## config.mk

```make
export PLATFORM = sky130hd
export DESIGN_NAME = pin_irq_unit
export DESIGN_NICKNAME = d
export VERILOG_FILES = /design/src/rtl/pirq_pkg.sv /design/src/rtl/pirq_cfg_regs.sv /design/src/rtl/pirq_pin_detect.sv /design/src/rtl/pirq_read_mux.sv /design/src/rtl/pin_irq_unit.sv
export SDC_FILE = /design/constraint.sdc
export NUM_CORES = 1
export LEC_CHECK = 0
export ABC_AREA = 0
export ABC_CLOCK_PERIOD_IN_PS = 2500
export BUFFER_PORTS_ARGS = -buffer_cell sky130_fd_sc_hd__buf_2
export CAP_MARGIN = 10
export CORE_ASPECT_RATIO = 1.25
export CORE_MARGIN = 5
export CORE_UTILIZATION = 55
export CTS_BUF_LIST = sky130_fd_sc_hd__clkbuf_4
export DETAILED_ROUTE_END_ITERATION = 7
export HOLD_SLACK_MARGIN = 0.1
export PLACE_DENSITY = 0.8
export REMOVE_ABC_BUFFERS = 1
export SETUP_SLACK_MARGIN = 0.1
export SLEW_MARGIN = 20
export SYNTH_ARGS = -nofsm -noshare
export SYNTH_HDL_FRONTEND = slang
export SYNTH_HIERARCHICAL = 1
export SYNTH_SLANG_ARGS = --single-unit
```

## constraint.sdc

```tcl
create_clock -name clk -period 2.5 [get_ports clk]
set_clock_uncertainty 0.2 [all_clocks]
set_input_delay 0.25 -clock clk [delete_from_list [all_inputs] [get_ports clk]]
set_output_delay 0.25 -clock clk [all_outputs]
set_load 0.01 [all_outputs]
```

## src/rtl/pirq_pkg.sv

```systemverilog
// Shared register offsets for the pin interrupt detector.
// Assumes byte addressing with 12-bit offsets.
package pirq_pkg;
    localparam int unsigned OFF_SENSE  = 32'h404;
    localparam int unsigned OFF_BOTH   = 32'h408;
    localparam int unsigned OFF_POL    = 32'h40C;
    localparam int unsigned OFF_MASK   = 32'h410;
    localparam int unsigned OFF_RAW    = 32'h414;
    localparam int unsigned OFF_MASKED = 32'h418;
    localparam int unsigned OFF_CLEAR  = 32'h41C;
endpackage

```

## src/rtl/pirq_cfg_regs.sv

```systemverilog
// Configuration registers: sense, both-edge, polarity and mask.
// Also turns a write to the clear offset into a one-cycle clear vector.
// Assumes writes are single-cycle strobes; the status offsets are not writable here.
module pirq_cfg_regs
    import pirq_pkg::*;
#(
    parameter int NP = 8,
    parameter int AW = 12
) (
    input  logic          clk,
    input  logic          rst_n,
    input  logic          wr,
    input  logic [AW-1:0] addr,
    input  logic [NP-1:0] wdata,
    output logic [NP-1:0] sense,
    output logic [NP-1:0] both,
    output logic [NP-1:0] pol,
    output logic [NP-1:0] mask,
    output logic [NP-1:0] clr
);
    // Store configuration writes.
    always_ff @(posedge clk) begin
        if (!rst_n) begin
            sense <= '0;
            both  <= '0;
            pol   <= '0;
            mask  <= '0;
        end else if (wr) begin
            if (addr == AW'(OFF_SENSE)) sense <= wdata;
            if (addr == AW'(OFF_BOTH))  both  <= wdata;
            if (addr == AW'(OFF_POL))   pol   <= wdata;
            if (addr == AW'(OFF_MASK))  mask  <= wdata;
        end
    end

    // Decode the write-one clear vector for this cycle.
    always_comb begin
        clr = (wr && addr == AW'(OFF_CLEAR)) ? wdata : '0;
    end
endmodule

```

## src/rtl/pirq_pin_detect.sv

```systemverilog
// Per-pin detector: keeps the previous sample and produces the raw status.
// Level-mode bits follow the pin, and edge-mode bits latch until cleared.
// An edge beats a clear in the same cycle.
// Assumes pin inputs are already synchronized to clk.
module pirq_pin_detect #(
    parameter int NP = 8
) (
    input  logic          clk,
    input  logic          rst_n,
    input  logic [NP-1:0] pin,
    input  logic [NP-1:0] sense,
    input  logic [NP-1:0] both,
    input  logic [NP-1:0] pol,
    input  logic [NP-1:0] clr,
    output logic [NP-1:0] raw
);
    for (genvar g = 0; g < NP; g++) begin : g_pin
        logic prev_q;
        logic raw_q;
        logic hit;

        // Decide whether this cycle carries a qualifying edge.
        always_comb begin
            if (both[g])     hit = pin[g] ^ prev_q;
            else if (pol[g]) hit = pin[g] & ~prev_q;
            else             hit = ~pin[g] & prev_q;
        end

        // Track the previous sample and update the raw status.
        always_ff @(posedge clk) begin
            prev_q <= pin[g];
            if (!rst_n)        raw_q <= 1'b0;
            else if (sense[g]) raw_q <= (pin[g] == pol[g]);
            else               raw_q <= hit | (raw_q & ~clr[g]);
        end

        assign raw[g] = raw_q;
    end
endmodule

```

## src/rtl/pirq_read_mux.sv

```systemverilog
// Read multiplexer: returns the addressed register, zero-extended.
// Unused offsets and the clear offset read 0.
module pirq_read_mux
    import pirq_pkg::*;
#(
    parameter int NP = 8,
    parameter int AW = 12,
    parameter int DW = 32
) (
    input  logic [AW-1:0] addr,
    input  logic [NP-1:0] sense,
    input  logic [NP-1:0] both,
    input  logic [NP-1:0] pol,
    input  logic [NP-1:0] mask,
    input  logic [NP-1:0] raw,
    input  logic [NP-1:0] masked,
    output logic [DW-1:0] rdata
);
    logic [NP-1:0] sel;

    // Select the register named by the offset.
    always_comb begin
        if      (addr == AW'(OFF_SENSE))  sel = sense;
        else if (addr == AW'(OFF_BOTH))   sel = both;
        else if (addr == AW'(OFF_POL))    sel = pol;
        else if (addr == AW'(OFF_MASK))   sel = mask;
        else if (addr == AW'(OFF_RAW))    sel = raw;
        else if (addr == AW'(OFF_MASKED)) sel = masked;
        else                              sel = '0;
        rdata = DW'(sel);
    end
endmodule

```

## src/rtl/pin_irq_unit.sv

```systemverilog
// Top of the pin interrupt detector.
// Ties the configuration registers, the per-pin detectors and the read port together.
// Forms the masked status and the combined request.
// Assumes DW >= NP and synchronized pins.
module pin_irq_unit #(
    parameter int NP = 8,
    parameter int AW = 12,
    parameter int DW = 32
) (
    input  logic          clk,
    input  logic          rst_n,
    input  logic [NP-1:0] pin_sync,
    input  logic          reg_wr,
    input  logic [AW-1:0] reg_addr,
    input  logic [NP-1:0] reg_wdata,
    output logic [DW-1:0] reg_rdata,
    output logic          irq_out
);
    logic [NP-1:0] cfg_sense, cfg_both, cfg_pol, cfg_mask, clr_vec;
    logic [NP-1:0] raw_st, masked_st;

    pirq_cfg_regs #(.NP(NP), .AW(AW)) u_cfg (
        .clk(clk), .rst_n(rst_n), .wr(reg_wr), .addr(reg_addr), .wdata(reg_wdata),
        .sense(cfg_sense), .both(cfg_both), .pol(cfg_pol), .mask(cfg_mask), .clr(clr_vec)
    );

    pirq_pin_detect #(.NP(NP)) u_det (
        .clk(clk), .rst_n(rst_n), .pin(pin_sync), .sense(cfg_sense), .both(cfg_both),
        .pol(cfg_pol), .clr(clr_vec), .raw(raw_st)
    );

    // Apply the mask and merge into one request.
    always_comb begin
        masked_st = raw_st & cfg_mask;
        irq_out   = |masked_st;
    end

    pirq_read_mux #(.NP(NP), .AW(AW), .DW(DW)) u_rd (
        .addr(reg_addr), .sense(cfg_sense), .both(cfg_both), .pol(cfg_pol),
        .mask(cfg_mask), .raw(raw_st), .masked(masked_st), .rdata(reg_rdata)
    );
endmodule

```

==> key figures, run 1 <==
Logic synthesis
  • Post-synthesis sequential area ratio: 30.5%
  • Yosys synthesis warning count: 6
  • FF+latch count, synth: 48
  • Post-synthesis instance area: 3150 sq um
  • Mapped Cells: 362
  • Top_reg_cell synth: dfxtp_1
  • Netlist cell types: 39
  • Async S/R FF share, synth: 0%
  • Number of synthesized flops with an enable pin: 0
  • Mean Syn Cell Area: 8.71 sq um

Clock network
  • Clock Path Buffers: 2
  • Later-pin clock latency in the skew report: 340 ps
  • CTS tree: built
  • CTS Root Cell: clkbuf_4
  • Worst-path clk slew: 130 ps
  • TritonCTS buffer count: 5
  • Sink Count: 48
  • H-tree Lvls: 2

Worst setup path
  • CP bufs+invs: 1
  • CP endpoint kind: output port
  • CP Data Required Time: 2050 ps
  • Max FO, Critical Path: 2
  • CP arrival: 1940 ps
  • WS Path Type: flop to output port
  • Worst-path cell chain: and2_4 > or4_1 > or4_1 > buf_2
  • Worst reg2reg path depth: 5
  • Crit-path slowest cell: or4_1
  • Worst path top cell family by delay: simple AND/OR/NAND/NOR gates
  • Critical R2R Launch: u_det/g_pin[3].prev_q
  • Worst setup SP type: flop
  • Reg2reg end: u_det/g_pin[3].raw_q
  • Crit-path max cell delay: 490 ps
  • Top cell by count, worst path: or4_1
  • R2R Setup Slk: 1130 ps

Die
  • Die area: 7360 sq um
  • Die width: 77.7 microns
  • Core region area: 5520 sq um
  • Ports: 64
  • Site Rows: 30
  • Chip height: 94.7 microns
  • Initial core utilization: 57.1%

Final layout
  • Fin area: 3540 sq um
  • Finished Layout Cells: 481
  • Core Util, Final: 64.2%
  • Nets: 463
  • Area grow syn2layout: 12.3%
  • Diode count: 0
  • Share of cells above drive strength 1: 17.3%

Min path
  • Min-Delay Endpoint: u_cfg/mask[7]
  • Min-delay worst type: primary input to flop
  • Hold Path Cell Cnt: 5
  • Min-Delay Startpoint: reg_addr[1]

Power
  • Sw Share: 26.1%
  • Gate power share: 14.9%
  • Max rail drop VDD: 0.333 mV
  • Power density over cell area: 382 nW/um^2
  • Part of the power in registers: 58.5%
  • Leak: 1.75 nW
  • Int Power: 1000 uW
  • Tot Pwr: 1.35 mW
  • Clock group share of total power: 26.6%
  • Sw power: 353 uW

Route
  • Final WL: 6950 microns
  • Vias/cell: 5.36
  • Violation count after the first detailed-route iteration: 168
  • Drt pass-1 iters: 4
  • Drt drc: 0
  • Antenna-violating nets left: 0
  • WL/cell: 14.4 microns
  • Total number of vias: 2577

STA
  • Setup TNS: 0 ps
  • Final setup vio count: 0
  • Slew headroom: 48.4%
  • Fmax: 0.419 GHz
  • Worst-Margin Slew: 774 ps
  • Min Hold Slack: 274 ps
  • Final Max Slew Viols: 0
  • Post-route setup slack: 113 ps
  • RSZ-0062 raised after global routing: true
  • Final Hold Vio Count: 0
  • Fin crit share: 95.5%
  • Tmin final: 2390 ps

Global routing
  • Routing usage on met2: 32.5%
  • First-pass GRT wire length: 11100 microns
  • Met1 Use GR: 22.5%
  • Most Crowded Layer GR: met2
  • Initial antenna violation count: 0
  • Total grt overflow: 0
  • Vias in the first global route: 2389
  • Grt met3 use: 3.63%
  • Tot GR Track Use: 18.5%
  • Largest net degree at the start of global routing: 43

Placed design
  • Routability cong.: 0.796
  • HPWL Detailed: 4970 microns
  • Placed cell count: 455
  • Placed Area: 3310 sq um
  • PortBufs: 39
  • Placement Setup Slack: 228 ps

Run
  • Max cap viols: 0

Outcome
  • Status: finished clean
## worst reg2reg max path: cells and delay by family, from the launching register on
family / cells / cell delay (ps)
flops: 1 / 380
fa+ha+maj: 1 / 170
simple gates: 1 / 60
compound gates: 1 / 280
mux: 1 / 140
buf+inv: 1 / 50
## flip-flops by register name, summed over array words and instances, names as in the netlist
| signal | cells |
|---|---|
| u_cfg/mask | 8 |
| u_det/g_pin.raw_q | 8 |
| u_cfg/both | 8 |
| u_det/g_pin.prev_q | 8 |
| u_cfg/sense | 8 |
| u_cfg/pol | 8 |
## logic make-up after synthesis
logic type | synth area share [%]
and+or+nand+nor | 20.9
muxes | 15.2
adders and majority gates | 6.35
other | 0.119
xor gates and xnor gates | 2.22
DFF | 30.5
buffers and inverters | 13.3
AOI/OAI and AO/OA | 11.4
## per-layer routing
layer | share of wire (%) | vias to the layer above
li1 | - | 1298
met1 | 41 | 1192
met2 | 51 | 79
met3 | 6.1 | 8
met4 | 1.1 | 0
met5 | 0 | -
## synth_stat cells (2+ instances only)
master | instances | area, sq um
nand2_1 | 49 | 184
dfxtp_1 | 48 | 961
mux2i_1 | 48 | 480
buf_4 | 33 | 248
inv_1 | 32 | 120
and2_1 | 16 | 100
ha_1 | 16 | 200
nand2b_1 | 9 | 56.3
nand3b_1 | 9 | 67.6
nor2_1 | 9 | 33.8
a22oi_1 | 8 | 60.1
clkbuf_1 | 8 | 30.0
o21ai_0 | 8 | 40.0
o21ai_1 | 8 | 40.0
o22ai_1 | 8 | 50.1
o2bb2ai_1 | 8 | 70.1
o311a_1 | 8 | 80.1
xor2_1 | 8 | 70.1
buf_2 | 3 | 15.0
nand4_1 | 2 | 12.5
nor2b_1 | 2 | 12.5
nor3b_1 | 2 | 15.0
nor4b_1 | 2 | 17.5
nor4b_2 | 2 | 30.0
or4_1 | 2 | 15.0
## how the worst max path moves through the flow
stage                          from                   end  slack, ps  depth (start not counted)
2_1_floorplan           reg_addr[5]  u_det/g_pin[1].raw_q        450                          5
3_3_place_gp            reg_addr[5]          u_cfg/pol[0]        250                          4
3_5_place_dp            reg_addr[5]  u_det/g_pin[2].raw_q        230                          7
4_1_cts        u_det/g_pin[0].raw_q               irq_out        110                          4
5_1_grt        u_det/g_pin[3].raw_q               irq_out         70                          4
6_report       u_det/g_pin[3].raw_q               irq_out        110                          4
## power groups by stage
stage	Sequential, mW	Clock, mW	Combinational [mW]
after detailed placement	0.808	0	0.175
after CTS	0.791	0.371	0.199
after global placement	0.807	0	0.170
final	0.792	0.359	0.202
after floorplan	0.805	0	0.0931
after global routing	0.794	0.402	0.225
## cells in the final DEF (no fill, tap or decap), types with 8 or more instances in the layout
master | netlist | layout
nand2_1 | 49 | 49
mux2i_1 | 48 | 48
dfxtp_1 | 48 | 46
buf_2 | 3 | 39
inv_1 | 32 | 32
conb_1 | 1 | 24
and2_1 | 16 | 16
dlygate4sd3_1 | 0 | 16
ha_1 | 16 | 16
buf_4 | 33 | 14
nor2_1 | 9 | 9
nand2b_1 | 9 | 9
nand3b_1 | 9 | 9
o22ai_1 | 8 | 8
xor2_1 | 8 | 8
o311a_1 | 8 | 8
o21ai_0 | 8 | 8
a22oi_1 | 8 | 8
o21ai_1 | 8 | 8
o2bb2ai_1 | 8 | 8
## cell type report
type,instances,area (sq um)
inverter,32,120
clock buffer,7,52.6
clock inverter,1,3.75
sequential,48,963
fill,447,1980
timing repair buffer,69,460
multi-input combinational,260,1860
tap,64,80.1
## timing repair
action / 4_1_cts / 5_1_grt
setup buffers: 2 / 0
pin swaps: 1 / 0
hold endpoints to repair: 40 / 0
resized for setup: 2 / 0
hold buffers: 16 / 0
endpoints found under the setup margin: 1 / 1
Power figures use the tool's default switching activity.
==> run 2: changes to the inputs <==
--- a/config.mk
+++ b/config.mk
@@ -8,11 +8,11 @@
 export ABC_AREA = 0
 export ABC_CLOCK_PERIOD_IN_PS = 2500
 export BUFFER_PORTS_ARGS = -buffer_cell sky130_fd_sc_hd__buf_2
-export CAP_MARGIN = 10
+export CAP_MARGIN = 25
 export CORE_ASPECT_RATIO = 1.25
 export CORE_MARGIN = 5
 export CORE_UTILIZATION = 55
-export CTS_BUF_LIST = sky130_fd_sc_hd__clkbuf_4
+export CTS_BUF_LIST = sky130_fd_sc_hd__clkbuf_16
 export DETAILED_ROUTE_END_ITERATION = 7
 export HOLD_SLACK_MARGIN = 0.1
 export PLACE_DENSITY = 0.8
==> key figures, run 2 (synthesis gave the netlist of run 1 again) <==
STA
  • Fmax: 0.432 GHz (was 0.419 GHz)
  • RSZ-0062 raised after global routing: false (was true)
  • Worst-Margin Slew: 736 ps (was 774 ps)
  • Final Max Slew Viols: 0 (unchanged)
  • Final Hold Vio Count: 0 (unchanged)
  • Post-route setup slack: 187 ps (was 113 ps)
  • Min Hold Slack: 110 ps (was 274 ps)
  • Setup TNS: 0 ps (unchanged)
  • Final setup vio count: 0 (unchanged)
  • Fin crit share: 92.5% (was 95.5%)
  • Tmin final: 2310 ps (was 2390 ps)
  • Slew headroom: 50.9% (was 48.4%)

Worst setup path
  • R2R Setup Slk: 1140 ps (was 1130 ps)
  • CP Data Required Time: 2050 ps (about the same)
  • Worst-path cell chain: and2_4 > or4_1 > or4_1 > buf_2 (unchanged)
  • CP bufs+invs: 1 (unchanged)
  • Critical path depth: 4 (unchanged)
  • Worst path top cell family by delay: simple AND/OR/NAND/NOR gates (unchanged)
  • Crit-path max cell delay: 500 ps (was 490 ps)
  • Top cell by count, worst path: or4_1 (unchanged)
  • Max FO, Critical Path: 3 (was 2)
  • Crit-path slowest cell: or4_1 (unchanged)
  • WS Path Type: flop to output port (unchanged)
  • CP arrival: 1860 ps (was 1940 ps)
  • Worst setup SP type: flop (unchanged)
  • CP endpoint kind: output port (unchanged)
  • Worst reg2reg path depth: 5 (unchanged)

Clock network
  • Later-pin clock latency in the skew report: 280 ps (was 340 ps)
  • CTS Root Cell: clkbuf_16 (was clkbuf_4)
  • TritonCTS buffer count: 5 (unchanged)
  • H-tree Lvls: 2 (unchanged)
  • CTS tree: built (unchanged)
  • Worst-path clk slew: 60 ps (was 130 ps)
  • Clock Path Buffers: 2 (unchanged)
  • Postcts setup bufs: 0 (was 2)
  • Sink Count: 48 (unchanged)
  • Post-CTS sizing: 0 (was 2)

Route
  • Drt pass-1 iters: 4 (unchanged)
  • Violation count after the first detailed-route iteration: 184 (was 168)
  • Drt drc: 0 (unchanged)
  • Total number of vias: 2540 (was 2577)
  • Final WL: 6940 microns (was 6950 microns)
  • Vias/cell: 5.39 (was 5.36)
  • WL/cell: 14.7 microns (was 14.4 microns)
  • Antenna-violating nets left: 0 (unchanged)

Final layout
  • Most frequent cells in the layout: nand2_1 (49), mux2i_1 (48), dfxtp_1 (48) (was nand2_1 (49), mux2i_1 (48), dfxtp_1 (46))
  • Finished Layout Cells: 471 (was 481)
  • FILL cells: 441 (was 447)
  • Share of cells above drive strength 1: 16.2% (was 17.3%)
  • Most common cell after layout, fill and taps aside: nand2_1 (unchanged)
  • Diode count: 0 (unchanged)
  • Area grow syn2layout: 11.7% (was 12.3%)
  • Nets: 453 (was 463)

Power
  • Gate power share: 11.7% (was 14.9%)
  • Tot Pwr: 1.60 mW (was 1.35 mW)
  • Clock group share of total power: 38.9% (was 26.6%)
  • Sw power: 383 uW (was 353 uW)
  • Leak: 1.74 nW (was 1.75 nW)
  • Sw Share: 23.9% (was 26.1%)
  • Int Power: 1.22 mW (was 1000 uW)
  • Power density over cell area: 454 nW/um^2 (was 382 nW/um^2)
  • Max rail drop VDD: 0.313 mV (was 0.333 mV)
  • Part of the power in registers: 49.4% (was 58.5%)

Global routing
  • Tot GR Track Use: 18.8% (was 18.5%)
  • Vias in the first global route: 2401 (was 2389)
  • First-pass GRT wire length: 11200 microns (was 11100 microns)
  • Total grt overflow: 0 (unchanged)
  • Largest net degree at the start of global routing: 43 (unchanged)
  • Initial antenna violation count: 0 (unchanged)

Die
  • Initial core utilization: 57.1% (unchanged)
  • Chip height: 94.7 microns (unchanged)
  • Ports: 64 (unchanged)
  • Site Rows: 30 (unchanged)
  • Die width: 77.7 microns (unchanged)
  • Die area: 7360 sq um (unchanged)
  • Core region area: 5520 sq um (unchanged)

Placed design
  • PortBufs: 39 (unchanged)
  • Placed cell count: 455 (unchanged)
  • HPWL Detailed: 4970 microns (unchanged)
  • Placement Setup Slack: 228 ps (unchanged)
  • Routability cong.: 0.796 (unchanged)

Min path
  • Hold Path Cell Cnt: 3 (was 5)
  • Min-delay worst type: primary input to flop (unchanged)

Run
  • Max cap viols: 0 (unchanged)

Outcome
  • Status: finished clean (unchanged)
[run 2: cell types whose count changed in the layout (fill, tap and decap cells not counted)]
| cell | change |
|---|---|
| buf_4 | -2 |
| clkbuf_16 | +5 |
| clkbuf_4 | -7 |
| dfxtp_1 | +2 |
| dfxtp_2 | -2 |
| dlygate4sd3_1 | -8 |
| inv_1 | +2 |
[run 2: final cells by class]
class / instances / area, sq um / share of cell area (%)
clock inverters: 3 / 11.3 / 0.320
flip-flops and latches: 48 / 961 / 27.3
inverters: 32 / 120 / 3.41
clock buffers: 5 / 125 / 3.55
repair buffers: 59 / 365 / 10.4
well taps: 64 / 80.1 / 2.27
multi-input cells: 260 / 1860 / 52.8
[run 2: power groups by stage]
stage                     combinational, mW  sequential [mW]  clock [mW]
after CTS                             0.186            0.791       0.635
after floorplan                      0.0931            0.805           0
after global placement                0.170            0.807           0
after global routing                  0.210            0.793       0.669
final                                 0.188            0.791       0.622
after detailed placement              0.175            0.808           0
[run 2: through the flow]
stage	util (%)	area [sq um]
after detailed placement	59.9	3310
after global routing	63.9	3520
final	63.9	3520
after floorplan	-	2940
after CTS	63.9	3520
after global placement	59.9	3310
[run 2: repair_timing]
item,in CTS,in global routing
setup endpoints to repair,0,1
endpoints found under the hold margin,8,0
hold buffers,8,0
[run 2: metal layers]
| metal | global-route usage [%] | vias to the layer above | part of all wire, % |
|---|---|---|---|
| met2 | 33.7 | 66 | 51 |
| li1 | - | 1275 | - |
| met3 | 3.53 | 12 | 5.9 |
| met4 | 6.30 | 0 | 2.0 |
| met1 | 22.3 | 1187 | 41 |
| met5 | 0 | - | 0 |
[run 2: path summary, 6_finish.rpt]
path,startpoint,to
setup / recovery,u_det/g_pin[3].raw_q,irq_out
hold / removal,reg_wdata[2],u_cfg/both[2]
setup reg to reg,u_det/g_pin[0].prev_q,u_det/g_pin[0].raw_q
hold reg to reg,u_cfg/mask[0],u_cfg/mask[0]
[run 2: worst min-delay path, stage by stage]
cell and delay, ps:
buf_2 80, nand2_1 90, mux2i_1 130
==> run 3: changes to the inputs <==
--- a/config.mk
+++ b/config.mk
@@ -12,7 +12,6 @@
 export CORE_ASPECT_RATIO = 1.25
 export CORE_MARGIN = 5
 export CORE_UTILIZATION = 55
-export CTS_BUF_LIST = sky130_fd_sc_hd__clkbuf_16
 export DETAILED_ROUTE_END_ITERATION = 7
 export HOLD_SLACK_MARGIN = 0.1
 export PLACE_DENSITY = 0.8
==> key figures, run 3 (synthesis gave the netlist of run 1 again) <==
Global routing
  • Tot GR Track Use: 18.6% (was 18.8%)
  • Initial antenna violation count: 0 (unchanged)
  • Total grt overflow: 0 (unchanged)
  • Vias in the first global route: 2385 (was 2401)
  • First-pass GRT wire length: 11200 microns (about the same)
  • Largest net degree at the start of global routing: 43 (unchanged)

Route
  • Final WL: 6940 microns (unchanged)
  • Met2 WL post-DR: 3580 microns (was 3550 microns)
  • Total number of vias: 2551 (was 2540)
  • Drt pass-1 iters: 4 (unchanged)
  • Vias/cell: 5.36 (was 5.39)
  • WL/cell: 14.6 microns (was 14.7 microns)
  • Violation count after the first detailed-route iteration: 136 (was 184)
  • Top layer in use: met4 (unchanged)
  • Antenna-violating nets left: 0 (unchanged)
  • Routed wl met3: 403 microns (was 409 microns)
  • Drt drc: 0 (unchanged)
  • Wl on met1: 2830 microns (was 2840 microns)

STA
  • Worst-Margin Slew: 750 ps (was 736 ps)
  • Fmax: 0.430 GHz (was 0.432 GHz)
  • Final Hold Vio Count: 0 (unchanged)
  • Fin crit share: 93.1% (was 92.5%)
  • Slew headroom: 50.0% (was 50.9%)
  • Setup TNS: 0 ps (unchanged)
  • Final Max Slew Viols: 0 (unchanged)
  • Final setup vio count: 0 (unchanged)
  • RSZ-0062 raised after global routing: false (unchanged)
  • Tmin final: 2330 ps (was 2310 ps)

Worst setup path
  • Top cell by count, worst path: or4_1 (unchanged)
  • Reg2reg end: u_det/g_pin[7].raw_q (was u_det/g_pin[0].raw_q)
  • Worst Setup SP: u_det/g_pin[3].raw_q (unchanged)
  • R2R Setup Slk: 1140 ps (about the same)
  • Crit-path max cell delay: 500 ps (about the same)
  • WS Path Type: flop to output port (unchanged)
  • Max FO, Critical Path: 3 (unchanged)
  • Worst reg2reg path depth: 5 (unchanged)
  • CP Data Required Time: 2050 ps (about the same)
  • Crit-path slowest cell: or4_1 (unchanged)
  • CP endpoint kind: output port (unchanged)
  • End point of the critical path: irq_out (unchanged)
  • Worst-path cell chain: and2_4 > or4_1 > or4_1 > buf_2 (unchanged)
  • Critical R2R Launch: u_det/g_pin[7].prev_q (was u_det/g_pin[0].prev_q)
  • CP arrival: 1880 ps (was 1860 ps)
  • Worst setup SP type: flop (unchanged)

Power
  • Tot Pwr: 1.45 mW (was 1.60 mW)
  • Max rail drop VDD: 0.256 mV (was 0.313 mV)
  • Power density over cell area: 411 nW/um^2 (was 454 nW/um^2)
  • Leak: 1.74 nW (about the same)

Clock network
  • TritonCTS buffer count: 5 (unchanged)
  • H-tree Lvls: 2 (unchanged)
  • Clock Path Buffers: 2 (unchanged)
  • Later-pin clock latency in the skew report: 290 ps (was 280 ps)
  • CTS Root Cell: clkbuf_8 (was clkbuf_16)
  • Sink Count: 48 (unchanged)
  • Worst-path clk slew: 80 ps (was 60 ps)
  • Postcts setup bufs: 0 (unchanged)
  • CTS tree: built (unchanged)

Die
  • Ports: 64 (unchanged)
  • Die width: 77.7 microns (unchanged)
  • Initial core utilization: 57.1% (unchanged)
  • Core region area: 5520 sq um (unchanged)
  • Chip height: 94.7 microns (unchanged)
  • Die area: 7360 sq um (unchanged)
  • Site Rows: 30 (unchanged)

Placed design
  • HPWL Detailed: 4970 microns (unchanged)
  • PortBufs: 39 (unchanged)
  • Routability cong.: 0.796 (unchanged)

Outcome
  • Status: finished clean (unchanged)

Final layout
  • Share of cells above drive strength 1: 16.7% (was 16.2%)
  • Most frequent cells in the layout: nand2_1 (49), mux2i_1 (48), dfxtp_1 (46) (was nand2_1 (49), mux2i_1 (48), dfxtp_1 (48))
  • Diode count: 0 (unchanged)
  • Most common cell after layout, fill and taps aside: nand2_1 (unchanged)
  • Area grow syn2layout: 11.9% (was 11.7%)
  • Nets: 458 (was 453)
  • Seq. cell area: 963 sq um (was 961 sq um)
  • Multi-input gate area: 1860 sq um (unchanged)
  • FILL cells: 450 (was 441)

Min path
  • Min-delay worst type: primary input to flop (unchanged)

Run
  • Max cap viols: 0 (unchanged)
-- run 3: cell types whose count changed in the layout (fill, tap and decap cells not counted) --
cell,before,now
dfxtp_1,48,46
clkbuf_1,0,2
dfxtp_2,0,2
clkbuf_8,0,6
inv_1,34,32
clkbuf_16,5,0
clkinv_1,1,0
dlygate4sd3_1,8,13
-- run 3: how the worst min path moves through the flow --
stage | startpoint | endpoint | slack, ps | cells after the start
after CTS | reg_wdata[4] | u_cfg/pol[4] | 100 | 3
after floorplan | pin_sync[0] | u_det/g_pin[0].prev_q | 80 | 0
after global routing | reg_wdata[4] | u_cfg/mask[4] | 120 | 3
after global placement | pin_sync[7] | u_det/g_pin[7].prev_q | 200 | 1
final | reg_wdata[1] | u_cfg/sense[1] | 110 | 3
after detailed placement | pin_sync[6] | u_det/g_pin[6].prev_q | 210 | 1
-- run 3: worst max-delay path: cells and delay by family, from the launching register on --
family / cells / cell delay, ps
AND/OR/NAND/NOR: 3 / 1090
flip-flops: 1 / 340
buffers and inverters: 1 / 160
-- run 3: final cells by class --
cell class / count / area share [%]
well taps: 64 / 2.27
flip-flops and latches: 48 / 27.3
repair buffers: 64 / 11.8
inverters: 32 / 3.40
multi-input cells: 260 / 52.7
clock buffers: 8 / 2.55
-- run 3: through the flow --
step / util, % / cell area, sq um / hold slack (ps) / std cells / setup WS (ps)
2_1_floorplan: - / 2940 / 77.7 / 340 / 453
3_3_place_gp: 59.9 / 3310 / 205 / 455 / 246
3_5_place_dp: 59.9 / 3310 / 211 / 455 / 228
4_1_cts: 64.0 / 3530 / 103 / 476 / 171
5_1_grt: 64.0 / 3530 / 115 / 476 / 140
6_report: 64.0 / 3530 / 109 / 476 / 173
-- run 3: metal layers --
metal	GRT usage (%)	up-vias
met5	0	-
met4	7.31	0
met3	3.53	12
met2	32.7	73
met1	22.3	1183
li1	-	1283
-- run 3: what timing repair did --
item | in CTS | in global routing
endpoints found under the setup margin | 1 | 0
hold endpoints to repair | 25 | 0
hold buffers | 13 | 0
resized for setup | 2 | 0
-- run 3: power by group --
| part | internal [mW] | switching, mW |
|---|---|---|
| logic | 0.0826 | 0.111 |
| clock network | 0.226 | 0.241 |
| registers | 0.780 | 0.0106 |
